<file path="config.mk">
export PLATFORM = sky130hd
export DESIGN_NAME = spi_rr_master
export DESIGN_NICKNAME = d
export VERILOG_FILES = /design/src/rtl/spi_rr_pkg.sv /design/src/rtl/spi_rr_tick.sv /design/src/rtl/spi_rr_shift.sv /design/src/rtl/spi_rr_select.sv /design/src/rtl/spi_rr_master.sv
export SDC_FILE = /design/constraint.sdc
export NUM_CORES = 1
export LEC_CHECK = 0
export ABC_AREA = 1
export CORE_ASPECT_RATIO = 2
export CORE_UTILIZATION = 62
export CTS_CLUSTER_SIZE = 14
export DETAILED_ROUTE_END_ITERATION = 12
export DONT_BUFFER_PORTS = 1
export PLACE_DENSITY = 0.78
export SETUP_SLACK_MARGIN = 0.1
export SYNTH_ARGS = -nofsm -noshare
export SYNTH_HDL_FRONTEND = slang
export SYNTH_SLANG_ARGS = --single-unit
</file>
<file path="constraint.sdc">
create_clock -name clk -period 1.95 [get_ports clk]
set_input_delay 0.0975 -clock clk [delete_from_list [all_inputs] [get_ports clk]]
set_output_delay 0.0975 -clock clk [all_outputs]
set_load 0.01 [all_outputs]
</file>
<file path="src/rtl/spi_rr_pkg.sv">
package spi_rr_pkg;
  typedef enum logic {
    ST_GAP  = 1'b0,
    ST_XFER = 1'b1
  } xfer_state_e;
endpackage

</file>
<file path="src/rtl/spi_rr_tick.sv">
// Free-running divider: one pulse every DIV system clocks marks a half SCLK period.
module spi_rr_tick #(
  parameter int DIV = 4
) (
  input  logic clk,
  input  logic rst_n,
  output logic tick
);
  localparam int CW = (DIV > 1) ? $clog2(DIV) : 1;
  localparam logic [CW-1:0] LAST = CW'(DIV - 1);

  logic [CW-1:0] cnt_q, cnt_d;

  always_comb begin
    tick  = (cnt_q == LAST);
    cnt_d = tick ? '0 : cnt_q + 1'b1;
  end

  always_ff @(posedge clk or negedge rst_n) begin
    if (!rst_n) cnt_q <= '0;
    else        cnt_q <= cnt_d;
  end

  // Half-period counter must never pass its terminal value (R3 timing)
  p_cnt_range_r3: assert property (@(posedge clk) disable iff (!rst_n)
    cnt_q <= LAST);
endmodule

</file>
<file path="src/rtl/spi_rr_shift.sv">
// Transmit and receive shift registers, MSB first.
module spi_rr_shift #(
  parameter int W = 8
) (
  input  logic         clk,
  input  logic         rst_n,
  input  logic         load,
  input  logic         shift_en,
  input  logic         sample_en,
  input  logic [W-1:0] load_val,
  input  logic         miso,
  output logic         mosi,
  output logic [W-1:0] rx_word
);
  logic [W-1:0] tx_q, tx_d;
  logic [W-1:0] rx_q, rx_d;

  always_comb begin
    tx_d = tx_q;
    rx_d = rx_q;
    if (load)          tx_d = load_val;
    else if (shift_en) tx_d = {tx_q[W-2:0], 1'b0};
    if (sample_en)     rx_d = {rx_q[W-2:0], miso};
  end

  always_ff @(posedge clk or negedge rst_n) begin
    if (!rst_n) begin
      tx_q <= '0;
      rx_q <= '0;
    end else begin
      tx_q <= tx_d;
      rx_q <= rx_d;
    end
  end

  assign mosi    = tx_q[W-1];
  assign rx_word = rx_q;

  // Load and shift are driven from different SCLK phases
  p_no_load_shift_r4: assert property (@(posedge clk) disable iff (!rst_n)
    !(load && shift_en));
endmodule

</file>
<file path="src/rtl/spi_rr_select.sv">
// Cyclic target pointer and active-low select decode.
module spi_rr_select #(
  parameter int N  = 4,
  parameter int IW = 2
) (
  input  logic          clk,
  input  logic          rst_n,
  input  logic          active,
  input  logic          adv,
  output logic [IW-1:0] idx,
  output logic [N-1:0]  ss_n
);
  localparam logic [IW-1:0] LAST = IW'(N - 1);

  logic [IW-1:0] idx_q, idx_d;

  always_comb begin
    idx_d = idx_q;
    if (adv) idx_d = (idx_q == LAST) ? '0 : idx_q + 1'b1;
  end

  always_ff @(posedge clk or negedge rst_n) begin
    if (!rst_n) idx_q <= '0;
    else        idx_q <= idx_d;
  end

  for (genvar k = 0; k < N; k++) begin : g_sel
    assign ss_n[k] = !(active && (idx_q == IW'(k)));
  end

  assign idx = idx_q;

  // At most one target selected at a time
  p_onehot_sel_r2: assert property (@(posedge clk) disable iff (!rst_n)
    $onehot0(~ss_n));
  // Pointer wraps from the last target to the first
  p_wrap_r2: assert property (@(posedge clk) disable iff (!rst_n)
    (adv && idx_q == LAST) |=> (idx_q == '0));
endmodule

</file>
<file path="src/rtl/spi_rr_master.sv">
module spi_rr_master #(
  parameter int DATA_W    = 8,
  parameter int NUM_SLV   = 4,
  parameter int CLK_DIV   = 4,
  parameter int GAP_TICKS = 2,
  parameter int IDX_W     = $clog2(NUM_SLV)
) (
  input  logic              clk,
  input  logic              rst_n,
  input  logic [DATA_W-1:0] tx_byte,
  input  logic [DATA_W-1:0] expect_byte,
  input  logic              miso,
  output logic              sclk,
  output logic              mosi,
  output logic [NUM_SLV-1:0] ss_n,
  output logic [DATA_W-1:0] rx_byte,
  output logic [IDX_W-1:0]  slave_idx,
  output logic              done,
  output logic              match
);
  import spi_rr_pkg::*;

  localparam int HALF_W = $clog2(2 * DATA_W);
  localparam int GAP_W  = $clog2(GAP_TICKS + 1);
  localparam logic [HALF_W-1:0] HALF_LAST = HALF_W'(2 * DATA_W - 1);
  localparam logic [GAP_W-1:0]  GAP_LAST  = GAP_W'(GAP_TICKS - 1);

  xfer_state_e       state_q, state_d;
  logic [HALF_W-1:0] half_q, half_d;
  logic [GAP_W-1:0]  gap_q, gap_d;
  logic              sclk_q, sclk_d;
  logic              done_q, done_d;
  logic              match_q, match_d;
  logic [DATA_W-1:0] rx_q, rx_d;
  logic [IDX_W-1:0]  idx_out_q, idx_out_d;

  logic              tick, load, shift_en, sample_en, finish;
  logic [DATA_W-1:0] rx_word;
  logic [IDX_W-1:0]  sel_idx;

  spi_rr_tick #(.DIV(CLK_DIV)) u_tick (
    .clk(clk), .rst_n(rst_n), .tick(tick)
  );

  spi_rr_shift #(.W(DATA_W)) u_shift (
    .clk(clk), .rst_n(rst_n), .load(load), .shift_en(shift_en),
    .sample_en(sample_en), .load_val(tx_byte), .miso(miso),
    .mosi(mosi), .rx_word(rx_word)
  );

  spi_rr_select #(.N(NUM_SLV), .IW(IDX_W)) u_sel (
    .clk(clk), .rst_n(rst_n), .active(state_q == ST_XFER), .adv(finish),
    .idx(sel_idx), .ss_n(ss_n)
  );

  always_comb begin
    state_d   = state_q;
    half_d    = half_q;
    gap_d     = gap_q;
    sclk_d    = sclk_q;
    load      = 1'b0;
    shift_en  = 1'b0;
    sample_en = 1'b0;
    finish    = 1'b0;
    case (state_q)
      ST_GAP: begin
        if (tick) begin
          if (gap_q == GAP_LAST) begin
            state_d = ST_XFER;
            load    = 1'b1;
            half_d  = '0;
            gap_d   = '0;
          end else begin
            gap_d = gap_q + 1'b1;
          end
        end
      end
      ST_XFER: begin
        if (tick) begin
          sclk_d = !sclk_q;
          half_d = half_q + 1'b1;
          if (!sclk_q) begin
            sample_en = 1'b1;
          end else if (half_q == HALF_LAST) begin
            finish  = 1'b1;
            state_d = ST_GAP;
          end else begin
            shift_en = 1'b1;
          end
        end
      end
      default: state_d = ST_GAP;
    endcase
    done_d    = finish;
    rx_d      = finish ? rx_word : rx_q;
    match_d   = finish ? (rx_word == expect_byte) : match_q;
    idx_out_d = finish ? sel_idx : idx_out_q;
  end

  always_ff @(posedge clk or negedge rst_n) begin
    if (!rst_n) begin
      state_q   <= ST_GAP;
      half_q    <= '0;
      gap_q     <= '0;
      sclk_q    <= 1'b0;
      done_q    <= 1'b0;
      match_q   <= 1'b0;
      rx_q      <= '0;
      idx_out_q <= '0;
    end else begin
      state_q   <= state_d;
      half_q    <= half_d;
      gap_q     <= gap_d;
      sclk_q    <= sclk_d;
      done_q    <= done_d;
      match_q   <= match_d;
      rx_q      <= rx_d;
      idx_out_q <= idx_out_d;
    end
  end

  assign sclk      = sclk_q;
  assign done      = done_q;
  assign match     = match_q;
  assign rx_byte   = rx_q;
  assign slave_idx = idx_out_q;

  // completion strobe lasts a single cycle
  p_done_pulse_r6: assert property (@(posedge clk) disable iff (!rst_n)
    done_q |=> !done_q);
  // compare result held between completions
  p_match_hold_r8: assert property (@(posedge clk) disable iff (!rst_n)
    !done_q |-> $stable(match_q));
  // serial clock parked low with no target selected
  p_sclk_idle_r3: assert property (@(posedge clk) disable iff (!rst_n)
    (&ss_n) |-> !sclk_q);
  // data-out is steady across a rising serial clock edge
  p_mosi_rise_r4: assert property (@(posedge clk) disable iff (!rst_n)
    $rose(sclk_q) |-> $stable(mosi));
endmodule

</file>
==> impl_metrics.json <==
{
  "path_class": "reg2reg",
  "cts_sinks": 40,
  "skew_ps": 5.09,
  "required_ps": 2160,
  "fmax_mhz": 626,
  "hold_path_class": "in2reg",
  "numCtsBuffers": 5,
  "clk-insertion-delay-late_ps": 290,
  "hold_viol_final": 0,
  "relSlewSlack_pct": 74.3,
  "cts.htree.levels": 2,
  "die_width_um": 41.3,
  "synth_fp_nets": 242,
  "slew_violations": 0,
  "grt_max_degree": 41,
  "clk_pin_slew_worst_paths_ps": 70,
  "grt_antenna_before_repair": 0,
  "num_rows": 28,
  "rr_startpoint": "state_q",
  "cp-end-kind": "flop",
  "overflow": 0,
  "synth.area.top_cells": "dfrtp_1, nand2_1, inv_1, nand3_1, ha_1",
  "reg2reg_slack_ps": 350,
  "gp_congestion": 0.773,
  "netlist_area_um2": 1920,
  "grt_pass1_wl_um": 5780,
  "fin_setup_tns_ps": 0,
  "portBuffers": 0,
  "final_common_cell": "nand2_1",
  "p_leak_uw": 0.00106,
  "ys_warn_count": 0,
  "grt_pass1_vias": 1452,
  "synth_seq_cells": 40,
  "dieHeight_um": 80.7,
  "vias": 1445,
  "start_util_pct": 65.2,
  "finalCritPeriodShare_pct": 82.0,
  "syn_inst": 216,
  "cts_tree": "built",
  "ctsRootBufferMaster": "clkbuf_8",
  "reg2regPathDepth": 6,
  "drive_gt1_share_pct": 11.7,
  "critPathLaunch": "state_q",
  "areaGrowthSynthToFinish_pct": 12.8,
  "place_ws_ps": 325,
  "avgSynthCellArea_um2": 8.89,
  "setup_viol": 0,
  "drt-total-wl_um": 3710,
  "status": "finished, final reports clean",
  "fillers": 222,
  "power.ir.vdd_worst_uv": 597,
  "antenna_cells": 0,
  "drc": 0,
  "hpwl_um": 2640,
  "firstDrtPassIters": 5,
  "min_to": "match",
  "max_stage_delay_ps": 580,
  "seqCellArea_um2": 1000,
  "nets": 255,
  "critPathSlowestCell": "dfrtp_1",
  "final_cell_mix": "nand2_1, dfrtp_1, inv_1",
  "pin_count": 37,
  "period_needed_ps": 1600,
  "cp_common_cell": "nand2_1",
  "rsz0062_at_grt": "false",
  "hp-start": "expect_byte[2]",
  "holdPathStages": 5,
  "r2r-end": "u_shift.tx_q[6]",
  "vias_per_cell": 5.56,
  "crit_path_cell_trace": "nand2_1, nor2_2, nand2_1, nand2_1, nor2_1, nor3_1",
  "postRouteAntennaNets": 0,
  "drt_iter0_drc": 22,
  "synth_top_area_share_pct": 52.2,
  "dpl_cell_area_um2": 1910,
  "drv_cap": 0,
  "clock_path_buffers": 2,
  "yosysSeqAreaShare_pct": 52.2,
  "core_area_um2": 2940,
  "crit_path_start_kind": "flop",
  "power_density_nw_per_um2": 761,
  "worst_pin_slew_ps": 385,
  "fin_area_um2": 2170,
  "wire_per_inst_um": 14.3,
  "ys_types": 22,
  "hold_slack_ps": 80.0,
  "die_area_um2": 3340,
  "multi_input_area_um2": 763,
  "fin_ws_ps": 352,
  "cp_data_arrival_time_ps": 1810,
  "crit_path_max_fanout": 11,
  "grt.total_usage_pct": 26.1,
  "synth_top_area_cell": "dfrtp_1"
}
[through the flow]
step | std cells | utilization (%) | power, uW
detailed placement | 241 | 65.1 | 897
global placement | 241 | 65.1 | 895
CTS | 260 | 73.4 | 1660
finish | 260 | 73.6 | 1650
global route | 260 | 73.6 | 1700
floorplan | 216 | - | 889
[what timing repair did]
item,4_1_cts,5_1_grt
setup endpoints to repair,0,1
hold buffers,11,0
resized for setup,0,1
setup buffers,0,0
endpoints found under the hold margin,49,0
[area by class of cell]
class	instances	share of cell area [%]
tap	30	1.73
sequential	40	46.2
multi-input combinational	142	35.2
clock buffer	7	4.45
inverter	28	5.08
timing repair buffer	12	5.89
clock inverter	1	1.39
[synthesized netlist by cell type (all sizes together)]
| library cell | number |
|---|---|
| a21oi | 3 |
| buf | 5 |
| clkbuf | 1 |
| dfrtp | 40 |
| ha | 7 |
| inv | 28 |
| nand2 | 67 |
| nand3 | 19 |
| nor2 | 14 |
| nor3 | 2 |
| o211ai | 4 |
| o21ai | 22 |
| xnor2 | 3 |
| xor2 | 1 |
[cell families after synthesis]
logic type      synth area share [%]
compound gates                  10.0
xor+xnor                        1.83
fa+ha+maj                       4.56
buf+inv                         8.34
flops                           52.2
simple gates                    23.1
[report_power, final]
| part | internal [uW] | switching [uW] |
|---|---|---|
| registers | 838 | 8.17 |
| clock network | 451 | 281 |
| logic | 31.7 | 38.2 |
[registers in the layout, indices dropped and copies added (netlist names)]
name	count
done	1
gap_q	2
half_q	4
match	1
rx_byte	8
sclk	1
slave_idx	2
state_q	1
u_sel.idx	2
u_shift.rx_word	8
u_shift.tx_q	8
u_tick.cnt_q	2
[critical path: cells and delay by family, from the launching register on]
kind | cells | cell delay, ps
flops | 1 | 580
simple gates | 6 | 940
[worst max path at each step]
| stage | to | slack [ps] | depth (start not counted) |
|---|---|---|---|
| floorplan | slave_idx[0] | 590 | 7 |
| global placement | u_shift.tx_q[3] | 420 | 7 |
| detailed placement | u_shift.tx_q[4] | 330 | 7 |
| CTS | u_shift.tx_q[4] | 310 | 7 |
| global route | u_shift.tx_q[6] | 200 | 6 |
| finish | u_shift.tx_q[6] | 350 | 6 |
[per-layer routing]
metal	vias to the layer above	track usage [%]	part of all wire, %
met3	7	7.46	3.4
met4	0	9.68	2.2
met1	710	22.3	35
li1	698	-	-
met5	-	0	0
met2	30	49.5	59
Power figures use the tool's default switching activity.
